`config.mk`:
```
export PLATFORM = sky130hd
export DESIGN_NAME = vsync_shadow_bank
export DESIGN_NICKNAME = d
export VERILOG_FILES = /design/src/rtl/vsb_pkg.sv /design/src/rtl/vsb_ctl.sv /design/src/rtl/vsb_irq.sv /design/src/rtl/vsb_pairs.sv /design/src/rtl/vsync_shadow_bank.sv
export SDC_FILE = /design/constraint.sdc
export NUM_CORES = 1
export LEC_CHECK = 0
export CAP_MARGIN = 20
export CORE_MARGIN = 1
export CORE_UTILIZATION = 40
export CTS_CLUSTER_DIAMETER = 50
export DETAILED_ROUTE_END_ITERATION = 8
export PLACE_DENSITY = 0.61
export SETUP_SLACK_MARGIN = 0.5
export SLEW_MARGIN = 20
export SYNTH_ARGS = -nofsm -noshare
export SYNTH_HDL_FRONTEND = slang
export SYNTH_SLANG_ARGS = --single-unit
```
`constraint.sdc`:
```
create_clock -name clk -period 4.05 [get_ports clk]
set_input_delay 0.6075 -clock clk [delete_from_list [all_inputs] [get_ports clk]]
set_output_delay 0.6075 -clock clk [all_outputs]
set_load 0.05 [all_outputs]
```
`src/rtl/vsb_pkg.sv`:
```
package vsb_pkg;
    localparam logic [1:0] REGION_CSR    = 2'b00;
    localparam logic [1:0] REGION_BASE   = 2'b01;
    localparam logic [1:0] REGION_SHADOW = 2'b10;

    localparam logic [3:0] CSR_CTRL = 4'd0;
    localparam logic [3:0] CSR_INT  = 4'd1;

    localparam int CTL_RUN  = 0;
    localparam int CTL_SYNC = 1;
    localparam int CTL_UPD  = 2;
    localparam int CTL_IDLE = 3;
    localparam int CTL_INTL = 4;

    localparam int IRQ_EN   = 0;
    localparam int IRQ_STAT = 4;
    localparam int IRQ_CLR  = 8;

    typedef struct packed {
        logic run;
        logic sync_en;
        logic upd;
        logic intl;
        logic idle;
        logic vs_prev;
        logic evt_pend;
    } ctl_state_t;

    typedef struct packed {
        logic en;
        logic stat;
    } irq_state_t;
endpackage

```
`src/rtl/vsb_ctl.sv`:
```
module vsb_ctl
    import vsb_pkg::*;
(
    input  logic clk,
    input  logic rst_n,
    input  logic vsync,
    input  logic wr_ctrl,
    input  logic wr_run,
    input  logic wr_sync,
    input  logic wr_upd,
    input  logic wr_intl,
    output logic run,
    output logic sync_en,
    output logic upd,
    output logic intl,
    output logic idle,
    output logic vs_rise,
    output logic xfer,
    output logic evt_pend
);
    ctl_state_t s_d, s_q;

    always_comb begin
        s_d      = s_q;
        vs_rise  = vsync & ~s_q.vs_prev;
        xfer     = vs_rise & s_q.sync_en & s_q.upd;

        s_d.vs_prev  = vsync;
        s_d.evt_pend = vs_rise;

        if (xfer) s_d.upd = 1'b0;
        if (wr_ctrl) begin
            s_d.run     = wr_run;
            s_d.sync_en = wr_sync;
            s_d.intl    = wr_intl;
            if (wr_upd) s_d.upd = 1'b1;
        end

        if (s_q.run)      s_d.idle = 1'b0;
        else if (vs_rise) s_d.idle = 1'b1;
    end

    always_ff @(posedge clk or negedge rst_n) begin
        if (!rst_n) begin
            s_q      <= '0;
            s_q.idle <= 1'b1;
        end else begin
            s_q <= s_d;
        end
    end

    assign run      = s_q.run;
    assign sync_en  = s_q.sync_en;
    assign upd      = s_q.upd;
    assign intl     = s_q.intl;
    assign idle     = s_q.idle;
    assign evt_pend = s_q.evt_pend;
endmodule

```
`src/rtl/vsb_irq.sv`:
```
module vsb_irq
    import vsb_pkg::*;
(
    input  logic clk,
    input  logic rst_n,
    input  logic vs_rise,
    input  logic wr_int,
    input  logic wr_en_bit,
    input  logic wr_clr_bit,
    output logic stat,
    output logic en,
    output logic irq
);
    irq_state_t r_d, r_q;

    always_comb begin
        r_d = r_q;
        if (wr_int) r_d.en = wr_en_bit;
        if (vs_rise)                   r_d.stat = 1'b1;
        else if (wr_int && wr_clr_bit) r_d.stat = 1'b0;
    end

    always_ff @(posedge clk or negedge rst_n) begin
        if (!rst_n) r_q <= '0;
        else        r_q <= r_d;
    end

    assign stat = r_q.stat;
    assign en   = r_q.en;
    assign irq  = r_q.stat & r_q.en;
endmodule

```
`src/rtl/vsb_pairs.sv`:
```
module vsb_pairs #(
    parameter int NUM_REGS = 4,
    parameter int DATA_W   = 32,
    localparam int IDX_W   = (NUM_REGS > 1) ? $clog2(NUM_REGS) : 1
) (
    input  logic                         clk,
    input  logic                         rst_n,
    input  logic                         wr_base,
    input  logic [IDX_W-1:0]             wr_idx,
    input  logic [DATA_W-1:0]            wdata,
    input  logic                         xfer,
    output logic [NUM_REGS*DATA_W-1:0]   base_flat,
    output logic [NUM_REGS*DATA_W-1:0]   shadow_flat,
    output logic                         all_match
);
    logic [NUM_REGS-1:0][DATA_W-1:0] base_d, base_q;
    logic [NUM_REGS-1:0][DATA_W-1:0] shadow_d, shadow_q;
    logic [NUM_REGS-1:0]             pair_eq;

    always_comb begin
        base_d   = base_q;
        shadow_d = xfer ? base_q : shadow_q;
        if (wr_base) base_d[wr_idx] = wdata;
    end

    always_ff @(posedge clk or negedge rst_n) begin
        if (!rst_n) begin
            base_q   <= '0;
            shadow_q <= '0;
        end else begin
            base_q   <= base_d;
            shadow_q <= shadow_d;
        end
    end

    for (genvar i = 0; i < NUM_REGS; i++) begin : g_pair
        assign pair_eq[i]                         = (base_q[i] == shadow_q[i]);
        assign base_flat[i*DATA_W +: DATA_W]      = base_q[i];
        assign shadow_flat[i*DATA_W +: DATA_W]    = shadow_q[i];
    end

    assign all_match = &pair_eq;
endmodule

```
`src/rtl/vsync_shadow_bank.sv`:
```
module vsync_shadow_bank
    import vsb_pkg::*;
#(
    parameter int NUM_REGS = 4,
    parameter int DATA_W   = 32
) (
    input  logic                       clk,
    input  logic                       rst_n,
    input  logic                       vsync,
    input  logic                       bus_wr,
    input  logic [5:0]                 bus_addr,
    input  logic [DATA_W-1:0]          bus_wdata,
    output logic [DATA_W-1:0]          bus_rdata,
    output logic [NUM_REGS*DATA_W-1:0] shadow_o,
    output logic                       irq,
    output logic                       vblank_evt
);
    localparam int IDX_W = (NUM_REGS > 1) ? $clog2(NUM_REGS) : 1;

    logic [1:0] region;
    logic [3:0] idx;
    logic       idx_ok;
    logic       wr_base, wr_ctrl, wr_int;
    logic       run, sync_en, upd, intl, idle, vs_rise, xfer, evt_pend;
    logic       stat, en;
    logic       all_match;
    logic [NUM_REGS*DATA_W-1:0] base_flat;

    assign region  = bus_addr[5:4];
    assign idx     = bus_addr[3:0];
    assign idx_ok  = ({28'd0, idx} < NUM_REGS);
    assign wr_base = bus_wr && (region == REGION_BASE) && idx_ok;
    assign wr_ctrl = bus_wr && (region == REGION_CSR) && (idx == CSR_CTRL);
    assign wr_int  = bus_wr && (region == REGION_CSR) && (idx == CSR_INT);

    vsb_ctl u_ctl (
        .clk      (clk),
        .rst_n    (rst_n),
        .vsync    (vsync),
        .wr_ctrl  (wr_ctrl),
        .wr_run   (bus_wdata[CTL_RUN]),
        .wr_sync  (bus_wdata[CTL_SYNC]),
        .wr_upd   (bus_wdata[CTL_UPD]),
        .wr_intl  (bus_wdata[CTL_INTL]),
        .run      (run),
        .sync_en  (sync_en),
        .upd      (upd),
        .intl     (intl),
        .idle     (idle),
        .vs_rise  (vs_rise),
        .xfer     (xfer),
        .evt_pend (evt_pend)
    );

    vsb_irq u_irq (
        .clk        (clk),
        .rst_n      (rst_n),
        .vs_rise    (vs_rise),
        .wr_int     (wr_int),
        .wr_en_bit  (bus_wdata[IRQ_EN]),
        .wr_clr_bit (bus_wdata[IRQ_CLR]),
        .stat       (stat),
        .en         (en),
        .irq        (irq)
    );

    vsb_pairs #(.NUM_REGS(NUM_REGS), .DATA_W(DATA_W)) u_pairs (
        .clk         (clk),
        .rst_n       (rst_n),
        .wr_base     (wr_base),
        .wr_idx      (idx[IDX_W-1:0]),
        .wdata       (bus_wdata),
        .xfer        (xfer),
        .base_flat   (base_flat),
        .shadow_flat (shadow_o),
        .all_match   (all_match)
    );

    assign vblank_evt = evt_pend & (~intl | (all_match & ~upd));

    always_comb begin
        bus_rdata = '0;
        unique case (region)
            REGION_CSR: begin
                if (idx == CSR_CTRL) begin
                    bus_rdata[CTL_RUN]  = run;
                    bus_rdata[CTL_SYNC] = sync_en;
                    bus_rdata[CTL_UPD]  = upd;
                    bus_rdata[CTL_IDLE] = idle;
                    bus_rdata[CTL_INTL] = intl;
                end else if (idx == CSR_INT) begin
                    bus_rdata[IRQ_EN]   = en;
                    bus_rdata[IRQ_STAT] = stat;
                end
            end
            REGION_BASE:   if (idx_ok) bus_rdata = base_flat[idx[IDX_W-1:0]*DATA_W +: DATA_W];
            REGION_SHADOW: if (idx_ok) bus_rdata = shadow_o[idx[IDX_W-1:0]*DATA_W +: DATA_W];
            default:       bus_rdata = '0;
        endcase
    end
endmodule

```
Word-level counts from Yosys, hierarchy flattened --
Index checks and enable logic that the tools add are counted.
Storage, ports and cells: input port bits 42, register bits after elaboration 265, logic and storage cells 70, output and inout bits 162
Cells by class: mux-type cells 19, magnitude comparators 3, shift operators 2, reductions and logical operators 12, bitwise gates (word level) 10, equality and inequality tests 7
Operators with widths (count):
- 128-bit by 8-bit indexed part select with 32-bit output | 2
- 128-bit bitwise mux | 1
- 32-bit equality test | 4
- 32-bit two-way mux | 3
- 32-bit demux with 2-bit select | 1
- 27-bit one-hot mux with 2 select lines | 1
- 5-bit one-hot mux with 3 select lines | 1
- 1-bit two-way mux | 10
- 1-bit logical AND | 7
- 1-bit AND | 6
- 4-bit by 1-bit equality test with 1-bit output, second input constant | 1
- 4-bit logical NOT | 1
- 4-bit by 3-bit less-than comparator with 1-bit output, second input constant | 1
- 4-bit AND reduction | 1
- 2-bit nonzero test | 2
- 2-bit by 3-bit less-than comparator with 1-bit output, second input constant | 1
- 3-bit two-way mux | 1
- 1-bit NOT | 3
- 2-bit by 1-bit equality test with 1-bit output, second input constant | 1
- 2-bit equality test, second input constant | 1
- 2-bit by 1-bit >= comparator with 1-bit output, second input constant | 1
- 2-bit logical NOT | 1
- 2-bit two-way mux | 1
- 1-bit bitwise OR | 1

Logic depth before layout (Yosys ltp) --
Gate-level depths: netlist of run 1.
depth in word-level cells 7, mapped depth 9

Modules after synthesis --
A second synthesis of run 1 with hierarchy kept.
Second synthesis, totals: cell total of the unflattened synthesis 913, area, all modules 13342.8 µm²
Modules (own cells, without submodules):
- vsb_pairs | instances 1, cells each 713, area an instance 10845.4 µm²
- vsync_shadow_bank | instances 1, cells each 179, area an instance 2158.3 µm²
- vsb_ctl | instances 1, cells each 15, area an instance 256.5 µm²
- vsb_irq | instances 1, cells each 6, area an instance 82.6 µm²

Worst setup path before layout of run 1 --
Ideal clock, no wire load.
path kind reg2out, from register u_pairs.shadow_q (netlist bit u_pairs.shadow_flat[108]), to output vblank_evt, data arrival time 2369 ps, setup slack 1073 ps, stages on the path, launching flop included 7, data required time 3442 ps, buffers on the path 0, cells stage by stage dfrtp_1 -> nor2b_1 -> a2111o_1 -> a2111oi_2 -> nand4_1 -> nor4_1 -> a32o_1
On the way: word-level cells in the longest chain between the ends 5
RTL lines:
- start: declaration | RTL line vsb_pairs.sv:17 | logic [NUM_REGS-1:0][DATA_W-1:0] shadow_d, shadow_q;
- start signal: assignment | RTL line vsb_pairs.sv:32 | shadow_q <= shadow_d;
- 32-bit equality test | RTL line vsb_pairs.sv:37 | assign pair_eq[i] = (base_q[i] == shadow_q[i]);
- 4-bit AND reduction | RTL line vsb_pairs.sv:42 | assign all_match = &pair_eq;
- 1-bit AND | RTL line vsync_shadow_bank.sv:79 | assign vblank_evt = evt_pend & (~intl | (all_match & ~upd));
- 1-bit bitwise OR | RTL line vsync_shadow_bank.sv:79
- 1-bit AND | RTL line vsync_shadow_bank.sv:79
- end: declaration | RTL line vsync_shadow_bank.sv:16 | output logic vblank_evt
Every way passes these cells.

Worst setup path in the final report of run 1 --
from register u_pairs.base_q (netlist bit u_pairs.base_flat[4]), to output vblank_evt
On the way: word-level cells in the longest chain between the ends 5
RTL lines:
- start: declaration | RTL line vsb_pairs.sv:16 | logic [NUM_REGS-1:0][DATA_W-1:0] base_d, base_q;
- start signal: assignment | RTL line vsb_pairs.sv:31 | base_q <= base_d;
- 32-bit equality test | RTL line vsb_pairs.sv:37
- 4-bit AND reduction | RTL line vsb_pairs.sv:42
- 1-bit AND | RTL line vsync_shadow_bank.sv:79
- 1-bit bitwise OR | RTL line vsync_shadow_bank.sv:79
- 1-bit AND | RTL line vsync_shadow_bank.sv:79
Every way passes these cells.

==> out/summary.md, run 1 <==
## Placed design
* 0.904 — final weighted congestion of routability-driven global placement
* 31100 um — total half-perimeter wirelength after legalization and detailed placement
* 0.617 ns — Setup WS pre-CTS
* 203 — Port-buffer cells

## Setup path
* u_ctl.upd$_DFF_PN0_ — startpoint of the worst-slack reg-to-reg timing path
* 1 — number of buffer and inverter instances along the worst setup path
* compound AO/OA/AOI/OAI gates — critical path's top delay family
* 7 — stages on the worst setup path
* 2.84 ns — WP data arrival
* reg -> out — category of the critical setup timing path
* dfrtp_1 — cell type of the slowest stage on the worst timing path
* u_pairs.base_flat[4]$_DFFE_PN0P_ — start point of the critical path
* u_pairs.shadow_flat[98]$_DFFE_PN0P_ — Reg-to-Reg End
* 3.44 ns — required arrival time at the worst endpoint
* vblank_evt — end point of the critical path
* register — startpoint type of the worst setup path
* 5 — largest fanout of any net on the critical path
* nor2b_1, a2111o_1, a2111oi_2, nand4_1, nor4_2, a32o_1, buf_4 — cells along the critical path
* output port — critical path endpoint category
* 2.05 ns — worst setup slack for register-to-register paths
* 3 — Reg2Reg Depth
* 0.42 ns — biggest cell delay along the critical path

## Route
* 0 — number of DRC violations after detailed routing
* 5.66 — vias per cell
* 25.4 um — routed length per placed instance
* 43300 um — Total Wirelength
* 0 — Detail Route Antenna Nets
* 731 — Initial DRC Count
* 9645 — Via Count
* 5 — detailed-router iteration count before antenna repair

## STA
* 3.45 ns — final period demand of the worst path
* 0 ns — final total negative setup slack
* 0.603 ns — minimum setup slack in the final design
* 0 — setup violation total in the final timing report
* 0.160 ns — worst hold slack
* 0.0109 ns — setup clock skew after layout
* false — setup repair after global routing missed its margin
* 0.851 — part of the cycle the worst path needs
* 0.278 — headroom to the max-slew limit
* 1.08 ns — transition time of the tightest slew-check pin
* 0 — Fin. Hold Viols
* 290 MHz — achievable frequency
* 0 — Slew Limit Fails

## Synthesis
* 1075 — post-synthesis net count
* 1029 — cell count after synthesis
* dfrtp_1 — Main synth FF type
* 13.0 um2 — Post-Syn Area per Cell
* 13300 um2 — combined area of all synthesized cells
* 0 — Post-synth EDFFs
* dfrtp_1 — cell accounting for the most synthesized area
* 42 — library cells used by synthesis
* dfrtp_1, mux2_2, mux4_2, xnor2_1, xor2_1 — cell types occupying the most area after synthesis
* 1.00 — async set-or-reset flop fraction in the synthesized netlist
* 0.495 — share of the synthesized area in the top cell type
* 265 — synthesis-stage register bit count
* 0 — total of warnings raised by yosys
* dfrtp_1, mux2_2, mux4_2, inv_1, xnor2_1 — Post-synth top cells
* 0.497 — post-synthesis sequential area ratio
* dfrtp_1 — most numerous cell in the Yosys netlist

## Clock network
* 2 — H-tree depth reported by CTS
* 0.05 ns — Clock Pin Slew Worst Setup and Hold Paths
* 265 — Num Clock Sinks
* 0.50 ns — insertion delay of the later-clocked pin in the worst-skew pair
* 0 — buffers inserted by post-CTS timing repair
* built — clock tree from TritonCTS
* 3 — Clock Path Buffers
* clkbuf_16 — CTS root buffer
* 0 — Post-CTS Hold Buffers
* 36 — number of buffers created by CTS

## Floorplan
* 32700 um2 — area of the core
* 204 — number of top-level design ports
* 185 um — vertical extent of the die
* 66 — number of cell rows
* 0.408 — initial cell density of the core
* 34100 um2 — die area
* 185 um — Horiz. Die Dim

## Layout
* 1282 — number of nets in the finished design
* 0.536 — share of the core filled with cells
* 31.3% — Synth-to-Final Area Change
* 0.329 — fraction of final layout cells with drive strength greater than 1
* 0 — ANT cells

## Global routing
* 118 — largest net degree at the start of global routing
* 0 — initial antenna violation count
* 0 — sum of overflow across all layers after global routing
* 65500 um — global-route wire length before repair
* 0.262 — overall routing resource usage
* 9982 — number of global-route vias before repair

## Pwr
* 239 uV — maximum VDD drop
* 0.171 — part of the power in combinational logic
* 0.417 — sequential share of power
* 0.286 — switching part of the total power
* 432 nW/um2 — pwr/cell area
* 0.00540 W — internal power of the cells
* 7.68 nW — leakage power of the design
* 0.00216 W — switching component of the power
* 0.412 — fraction of power consumed by the clock network

## Hold path
* in -> async — Worst Hold Class

## Run status
* finished, final reports clean — status

## Flow run
* 0 — Max Cap Viol

==> state kept, by name, summed over array words and instances, names as in the netlist <==
register and cells:
u_ctl.sync_en 1, u_ctl.idle 1, u_ctl.evt_pend 1, u_irq.stat 1, u_pairs.shadow_flat 128, u_pairs.base_flat 128, u_ctl.run 1, u_irq.en 1
u_ctl.upd 1, u_ctl.s_q 1, u_ctl.intl 1
==> worst min-delay path by stage <==
stage,slack (ns),cells past startpoint,to,start
after floorplan,0.31,0,u_ctl.evt_pend$_DFF_PN0_,rst_n
after global placement,0.41,1,u_ctl.idle$_DFFE_PN1P_,u_ctl.run$_DFFE_PN0P_
after detailed placement,0.42,1,u_ctl.idle$_DFFE_PN1P_,u_ctl.run$_DFFE_PN0P_
after CTS,0.24,1,u_pairs.shadow_flat[96]$_DFFE_PN0P_,rst_n
after global routing,0.26,1,u_pairs.base_flat[120]$_DFFE_PN0P_,rst_n
final,0.16,1,u_pairs.base_flat[120]$_DFFE_PN0P_,rst_n
==> layout make-up <==
| type | count | area [um2] |
|---|---|---|
| Multi-Input combinational cell | 654 | 6390 |
| Sequential cell | 265 | 6630 |
| Clock inverter | 13 | 165 |
| Inverter | 52 | 195 |
| Timing Repair Buffer | 227 | 2570 |
| Tap cell | 442 | 553 |
| Clock buffer | 50 | 1010 |
| Fill cell | 2834 | 15200 |
==> layer usage <==
layer / track usage / vias up / share of wire / wire, um
li1: - / 4202 / - / -
met1: 0.374 / 5037 / 0.45 / 19600
met2: 0.420 / 347 / 0.47 / 20300
met3: 0.0417 / 59 / 0.058 / 2530
met4: 0.0598 / 0 / 0.020 / 871
met5: 0 / - / 0 / 0
==> timing repair <==
item	4_1_cts	5_1_grt
pin swaps	0	1
gates cloned	0	0
endpoints found under the setup margin	1	1
resized for setup	12	2
==> cell families (layout without fill, tap and decap cells) <==
group,count (synthesis),count (layout),synth area share
AOI/OAI and AO/OA,131,131,0.0687
xor gates and xnor gates,79,79,0.0518
adders and majority gates,4,4,0.00375
buffers and inverters,110,342,0.0326
DFF,265,265,0.497
muxes,285,285,0.290
and+or+nand+nor,155,155,0.0565
==> metrics by stage <==
step | area [um2] | power (W) | std cells
after floorplan | 13300 | 0.00388 | 1029
after global placement | 16200 | 0.00444 | 1640
after detailed placement | 16200 | 0.00446 | 1640
after CTS | 17500 | 0.00762 | 1703
after global routing | 17500 | 0.00784 | 1703
final | 17500 | 0.00756 | 1703
==> worst register-to-register path, cell delays in order (launching register included) <==
cell and delay, ns:
dfrtp_1 0.46, nand3_4 0.11, buf_4 0.76, mux2_2 0.56
==> power groups by stage <==
stage          sequential, W  combinational (W)  clock [W]
2_1_floorplan        0.00322           0.000653          0
3_3_place_gp         0.00318            0.00126          0
3_5_place_dp         0.00319            0.00127          0
4_1_cts              0.00315            0.00130    0.00317
5_1_grt              0.00318            0.00138    0.00328
6_report             0.00315            0.00129    0.00312
==> placed cells by master (no fill, tap or decap), drive strengths merged, types with 4 or more instances in the layout <==
cell type,n
mux2,227
buf,60
o2bb2ai,8
nand4,18
a2111oi,4
clkinvlp,4
nor4,16
mux4,58
nand3,5
o21ai,42
xnor2,51
inv,55
nand2,50
ha,4
a22oi,30
dfrtp,264
clkdlybuf4s50,167
a221oi,8
o22ai,16
nand2b,6
nor2,36
xor2,28
a22o,10
nor2b,12
a222oi,4
clkbuf,50
No activity file was read; power rests on OpenSTA's default activity.
==> inputs of run 2 (changes only) <==
Settings changed: RECOVER_POWER set to 25.
==> out/summary.md, run 2 (synthesized netlist as in run 1, its figures left out) <==
## Placed design
* 31100 um — total half-perimeter wirelength after legalization and detailed placement
* 1640 — dpl cells
* 0.904 — final weighted congestion of routability-driven global placement
* 203 — Port-buffer cells
* 0.617 ns — Setup WS pre-CTS

## Global routing
* 0 — sum of overflow across all layers after global routing
* 65500 um — global-route wire length before repair
* 0.420 — met2 track demand over resource
* met2 — most congested layer reported by global routing
* 118 — largest net degree at the start of global routing
* 0.262 — overall routing resource usage
* 0.374 — met1 layer usage reported by global route
* 0.0417 — global routing usage on met3
* 9982 — number of global-route vias before repair
* 0 — initial antenna violation count

## Clock network
* 265 — Num Clock Sinks
* built — clock tree from TritonCTS
* clkbuf_16 — CTS root buffer
* 2 — H-tree depth reported by CTS
* 0 — buffers inserted by post-CTS timing repair
* 36 — number of buffers created by CTS
* 3 — Clock Path Buffers
* 0.05 ns — Clock Pin Slew Worst Setup and Hold Paths
* 0.50 ns — insertion delay of the later-clocked pin in the worst-skew pair

## Hold path
* u_ctl.run$_DFFE_PN0P_ — worst hold start
* 1 — number of cells traversed by the worst hold path
* reg -> reg — Worst Hold Class
* u_ctl.idle$_DFFE_PN1P_ — terminating pin of the worst hold path

## Floorplan
* 0.408 — initial cell density of the core
* 204 — number of top-level design ports
* 185 um — vertical extent of the die
* 185 um — Horiz. Die Dim
* 34100 um2 — die area
* 66 — number of cell rows
* 32700 um2 — area of the core

## STA
* -1.11 — headroom to the max-slew limit
* 3.16 ns — transition time of the tightest slew-check pin
* 0 — Fin. Hold Viols
* 117 — Slew Limit Fails
* false — setup repair after global routing missed its margin
* 290 MHz — achievable frequency
* 0.00935 ns — setup clock skew after layout
* 3.45 ns — final period demand of the worst path
* 0.602 ns — minimum setup slack in the final design
* 0.851 — part of the cycle the worst path needs
* 0 — setup violation total in the final timing report
* 0 ns — final total negative setup slack

## Setup path
* reg -> out — category of the critical setup timing path
* output port — critical path endpoint category
* u_pairs.base_flat[4]$_DFFE_PN0P_ — start point of the critical path
* u_pairs.shadow_flat[98]$_DFFE_PN0P_ — Reg-to-Reg End
* 5 — largest fanout of any net on the critical path
* 2.84 ns — WP data arrival
* register — startpoint type of the worst setup path
* 3.44 ns — required arrival time at the worst endpoint
* u_ctl.upd$_DFF_PN0_ — startpoint of the worst-slack reg-to-reg timing path
* 3 — Reg2Reg Depth
* 2.05 ns — worst setup slack for register-to-register paths

## Flow run
* 1 — Max Cap Viol

## Route
* 5.67 — vias per cell
* 25.5 um — routed length per placed instance
* 9656 — Via Count
* 0 — number of DRC violations after detailed routing
* 6 — detailed-router iteration count before antenna repair
* 732 — Initial DRC Count
* 0 — Detail Route Antenna Nets
* 43400 um — Total Wirelength

## Layout
* 0.535 — share of the core filled with cells
* dfrtp_1, mux2_2, clkdlybuf4s50_1 — commonest cells after routing, fill and taps aside
* 2836 — number of inserted filler cells in the final layout
* dfrtp_1 — most common library cell in the layout ignoring fill and taps
* 0.328 — fraction of final layout cells with drive strength greater than 1
* 31.1% — Synth-to-Final Area Change
* 1282 — number of nets in the finished design
* 1703 — non-filler instance count after layout
* 0 — ANT cells

## Pwr
* 7.67 nW — leakage power of the design
* 432 nW/um2 — pwr/cell area
* 239 uV — maximum VDD drop

## Run status
* complete, but fails checks — status
* capacitance limit, slew limit — failing checks

## run 2: metal layers
metal | up-vias | share of wire
li1 | 4201 | -
met1 | 5055 | 0.45
met2 | 348 | 0.47
met3 | 52 | 0.061
met4 | 0 | 0.020
met5 | - | 0
## run 2: final cells by class
type / count / area, um2 / area share
clock buffers: 50 / 1010 / 0.0580
clock inverters: 13 / 165 / 0.00944
inverters: 52 / 195 / 0.0112
multi-input cells: 654 / 6390 / 0.365
flip-flops and latches: 265 / 6630 / 0.379
well taps: 442 / 553 / 0.0316
repair buffers: 227 / 2550 / 0.146
## run 2: what timing repair did
| item | 4_1_cts | 5_1_grt |
|---|---|---|
| setup endpoints to repair | 1 | 1 |
| cloned | 0 | 0 |
| resized for setup | 12 | 2 |
| pin swaps | 0 | 1 |
| hold buffers | 0 | 0 |
## run 2: worst max path at each step
stage,endpoint
5_1_grt,vblank_evt
3_3_place_gp,bus_rdata[14]
3_5_place_dp,bus_rdata[18]
2_1_floorplan,vblank_evt
4_1_cts,vblank_evt
6_report,vblank_evt
## run 2: worst max-delay path, stage by stage (launching register included)
cell       delay (ns)
dfrtp_1          0.42
nor2b_1          0.15
a2111o_1         0.42
a2111oi_2        0.42
nand4_1          0.17
nor4_2           0.27
a32o_1           0.28
buf_4            0.21
## run 2: stage by stage
stage / hold WS [ns] / total power (W) / instance area, um2
2_1_floorplan: 0.312 / 0.00388 / 13300
3_3_place_gp: 0.406 / 0.00444 / 16200
3_5_place_dp: 0.423 / 0.00446 / 16200
4_1_cts: 0.243 / 0.00762 / 17500
5_1_grt: 0.464 / 0.00784 / 17500
6_report: 0.429 / 0.00756 / 17500
## run 2: power breakdown
group	internal (W)	leakage [nW]	switching (W)	total (W)
clock	0.00195	0.564	0.00117	0.00312
sequential	0.00287	3.60	0.000279	0.00315
combinational	0.000577	3.51	0.000719	0.00130
==> inputs of run 3 (changes only) <==
Settings changed: CAP_MARGIN 20 to unset, CORE_ASPECT_RATIO set to 1.5.
==> out/summary.md, run 3 (synthesized netlist as in run 1, its figures left out) <==
## Clock network
* 0.07 ns — Clock Pin Slew Worst Setup and Hold Paths
* 29 — number of buffers created by CTS
* 0.58 ns — insertion delay of the later-clocked pin in the worst-skew pair
* 0 — Post-CTS Hold Buffers
* 265 — Num Clock Sinks
* 1 — H-tree depth reported by CTS
* 3 — Clock Path Buffers
* clkbuf_16 — CTS root buffer
* built — clock tree from TritonCTS

## STA
* 3.46 ns — final period demand of the worst path
* 0.0283 ns — setup clock skew after layout
* 0 — setup violation total in the final timing report
* -0.356 — headroom to the max-slew limit
* 77 — Slew Limit Fails
* 2.03 ns — transition time of the tightest slew-check pin
* false — setup repair after global routing missed its margin
* 289 MHz — achievable frequency
* 0.854 — part of the cycle the worst path needs
* 0 — Fin. Hold Viols
* 0.592 ns — minimum setup slack in the final design
* 0 ns — final total negative setup slack

## Route
* 9706 — Via Count
* 23700 um — met2 wire len
* 5.84 — vias per cell
* 0 — Detail Route Antenna Nets
* 45100 um — Total Wirelength
* met4 — highest routing layer actually used
* 0 — number of DRC violations after detailed routing
* 5 — detailed-router iteration count before antenna repair
* 17300 um — wire length the detailed router placed on met1
* 27.2 um — routed length per placed instance
* 2240 um — met3 layer wire length in the routed design
* 641 — Initial DRC Count

## Pwr
* 7.61 nW — leakage power of the design
* 333 uV — maximum VDD drop
* 428 nW/um2 — pwr/cell area

## Global routing
* 10200 — number of global-route vias before repair
* 0.272 — overall routing resource usage
* 164 — largest net degree at the start of global routing
* 0 — initial antenna violation count
* 66900 um — global-route wire length before repair
* 0 — sum of overflow across all layers after global routing

## Setup path
* 3.44 ns — required arrival time at the worst endpoint
* a2111o_1 — cell type of the slowest stage on the worst timing path
* nor2b_1, a2111o_1, a2111oi_4, nand4_1, nor4_4, a32o_1, buf_4 — cells along the critical path
* 1 — number of buffer and inverter instances along the worst setup path
* u_pairs.base_flat[4]$_DFFE_PN0P_ — start point of the critical path
* 5 — largest fanout of any net on the critical path
* reg -> out — category of the critical setup timing path
* 2.03 ns — worst setup slack for register-to-register paths
* 2.85 ns — WP data arrival
* compound AO/OA/AOI/OAI gates — critical path's top delay family
* vblank_evt — end point of the critical path
* register — startpoint type of the worst setup path
* 7 — stages on the worst setup path
* u_ctl.s_q[1]$_DFF_PN0_ — startpoint of the worst-slack reg-to-reg timing path
* output port — critical path endpoint category
* 4 — Reg2Reg Depth
* u_pairs.shadow_flat[71]$_DFFE_PN0P_ — Reg-to-Reg End
* 0.43 ns — biggest cell delay along the critical path

## Placed design
* 32300 um — total half-perimeter wirelength after legalization and detailed placement
* 0.745 ns — Setup WS pre-CTS
* 0.958 — final weighted congestion of routability-driven global placement
* 203 — Port-buffer cells

## Floorplan
* 151 um — Horiz. Die Dim
* 226 um — vertical extent of the die
* 81 — number of cell rows
* 34100 um2 — die area
* 32700 um2 — area of the core
* 204 — number of top-level design ports
* 0.408 — initial cell density of the core

## Layout
* 1270 — number of nets in the finished design
* 0.330 — fraction of final layout cells with drive strength greater than 1
* dfrtp_1 — most common library cell in the layout ignoring fill and taps
* 30.1% — Synth-to-Final Area Change
* 0 — ANT cells
* dfrtp_1, mux2_2, clkdlybuf4s50_1 — commonest cells after routing, fill and taps aside

## Run status
* capacitance limit, slew limit — failing checks
* complete, but fails checks — status

## Hold path
* reg -> reg — Worst Hold Class
* u_ctl.run$_DFFE_PN0P_ — worst hold start

## Flow run
* 1 — Max Cap Viol

[run 3: cell count changes in the layout (fill, tap and decap cells not counted), sizes merged]
cell | previous run | this run
clkinv | 3 | 8
bufinv | 3 | 6
clkbuf | 53 | 36
buf | 57 | 52
[run 3: metal layers]
metal	GRT usage	vias up
met3	0.0349	83
met5	0	-
met2	0.482	351
met1	0.327	5097
met4	0.116	0
li1	-	4175
[run 3: what timing repair did]
| item | 4_1_cts | 5_1_grt |
|---|---|---|
| setup buffers | 0 | 0 |
| gates resized for setup | 9 | 10 |
| setup endpoints to repair | 1 | 1 |
| gates cloned | 0 | 0 |
| pin swaps | 1 | 5 |
[run 3: metrics by stage]
step	hold WS, ns	cell area [um2]	total power [W]	utilization	instances
floorplan	0.312	13300	0.00388	-	1029
global placement	0.413	16200	0.00445	0.495	1608
detailed placement	0.426	16200	0.00447	0.495	1608
CTS	0.0350	17300	0.00745	0.530	1662
global route	0.465	17400	0.00766	0.531	1662
finish	0.454	17400	0.00743	0.531	1662
[run 3: cell type report]
| type | count | area, um2 |
|---|---|---|
| Clock inverter | 21 | 288 |
| Fill cell | 2837 | 15400 |
| Timing Repair Buffer | 222 | 2530 |
| Clock buffer | 33 | 781 |
| Tap cell | 415 | 519 |
| Inverter | 52 | 195 |
| Sequential cell | 265 | 6630 |
| Multi-Input combinational cell | 654 | 6420 |
[run 3: where the power goes]
group	switching, W	leakage [nW]	internal [W]	total [W]
logic	0.000735	3.50	0.000579	0.00131
clock network	0.00119	0.517	0.00178	0.00296
registers	0.000282	3.59	0.00287	0.00315
[run 3: worst reg2reg max path: stages (launching register included)]
cell,delay (ns)
dfrtp_1,0.36
nor2b_1,0.50
nand3_4,0.14
buf_12,0.29
mux2_2,0.61
[run 3: how the worst min path moves through the flow]
stage                                     to  slack (ns)  cells after the start
finish                u_ctl.idle$_DFFE_PN1P_        0.45                      1
global route          u_ctl.idle$_DFFE_PN1P_        0.46                      1
CTS                   u_ctl.s_q[1]$_DFF_PN0_        0.04                      1
detailed placement    u_ctl.idle$_DFFE_PN1P_        0.43                      1
global placement      u_ctl.idle$_DFFE_PN1P_        0.41                      1
floorplan           u_ctl.evt_pend$_DFF_PN0_        0.31                      0
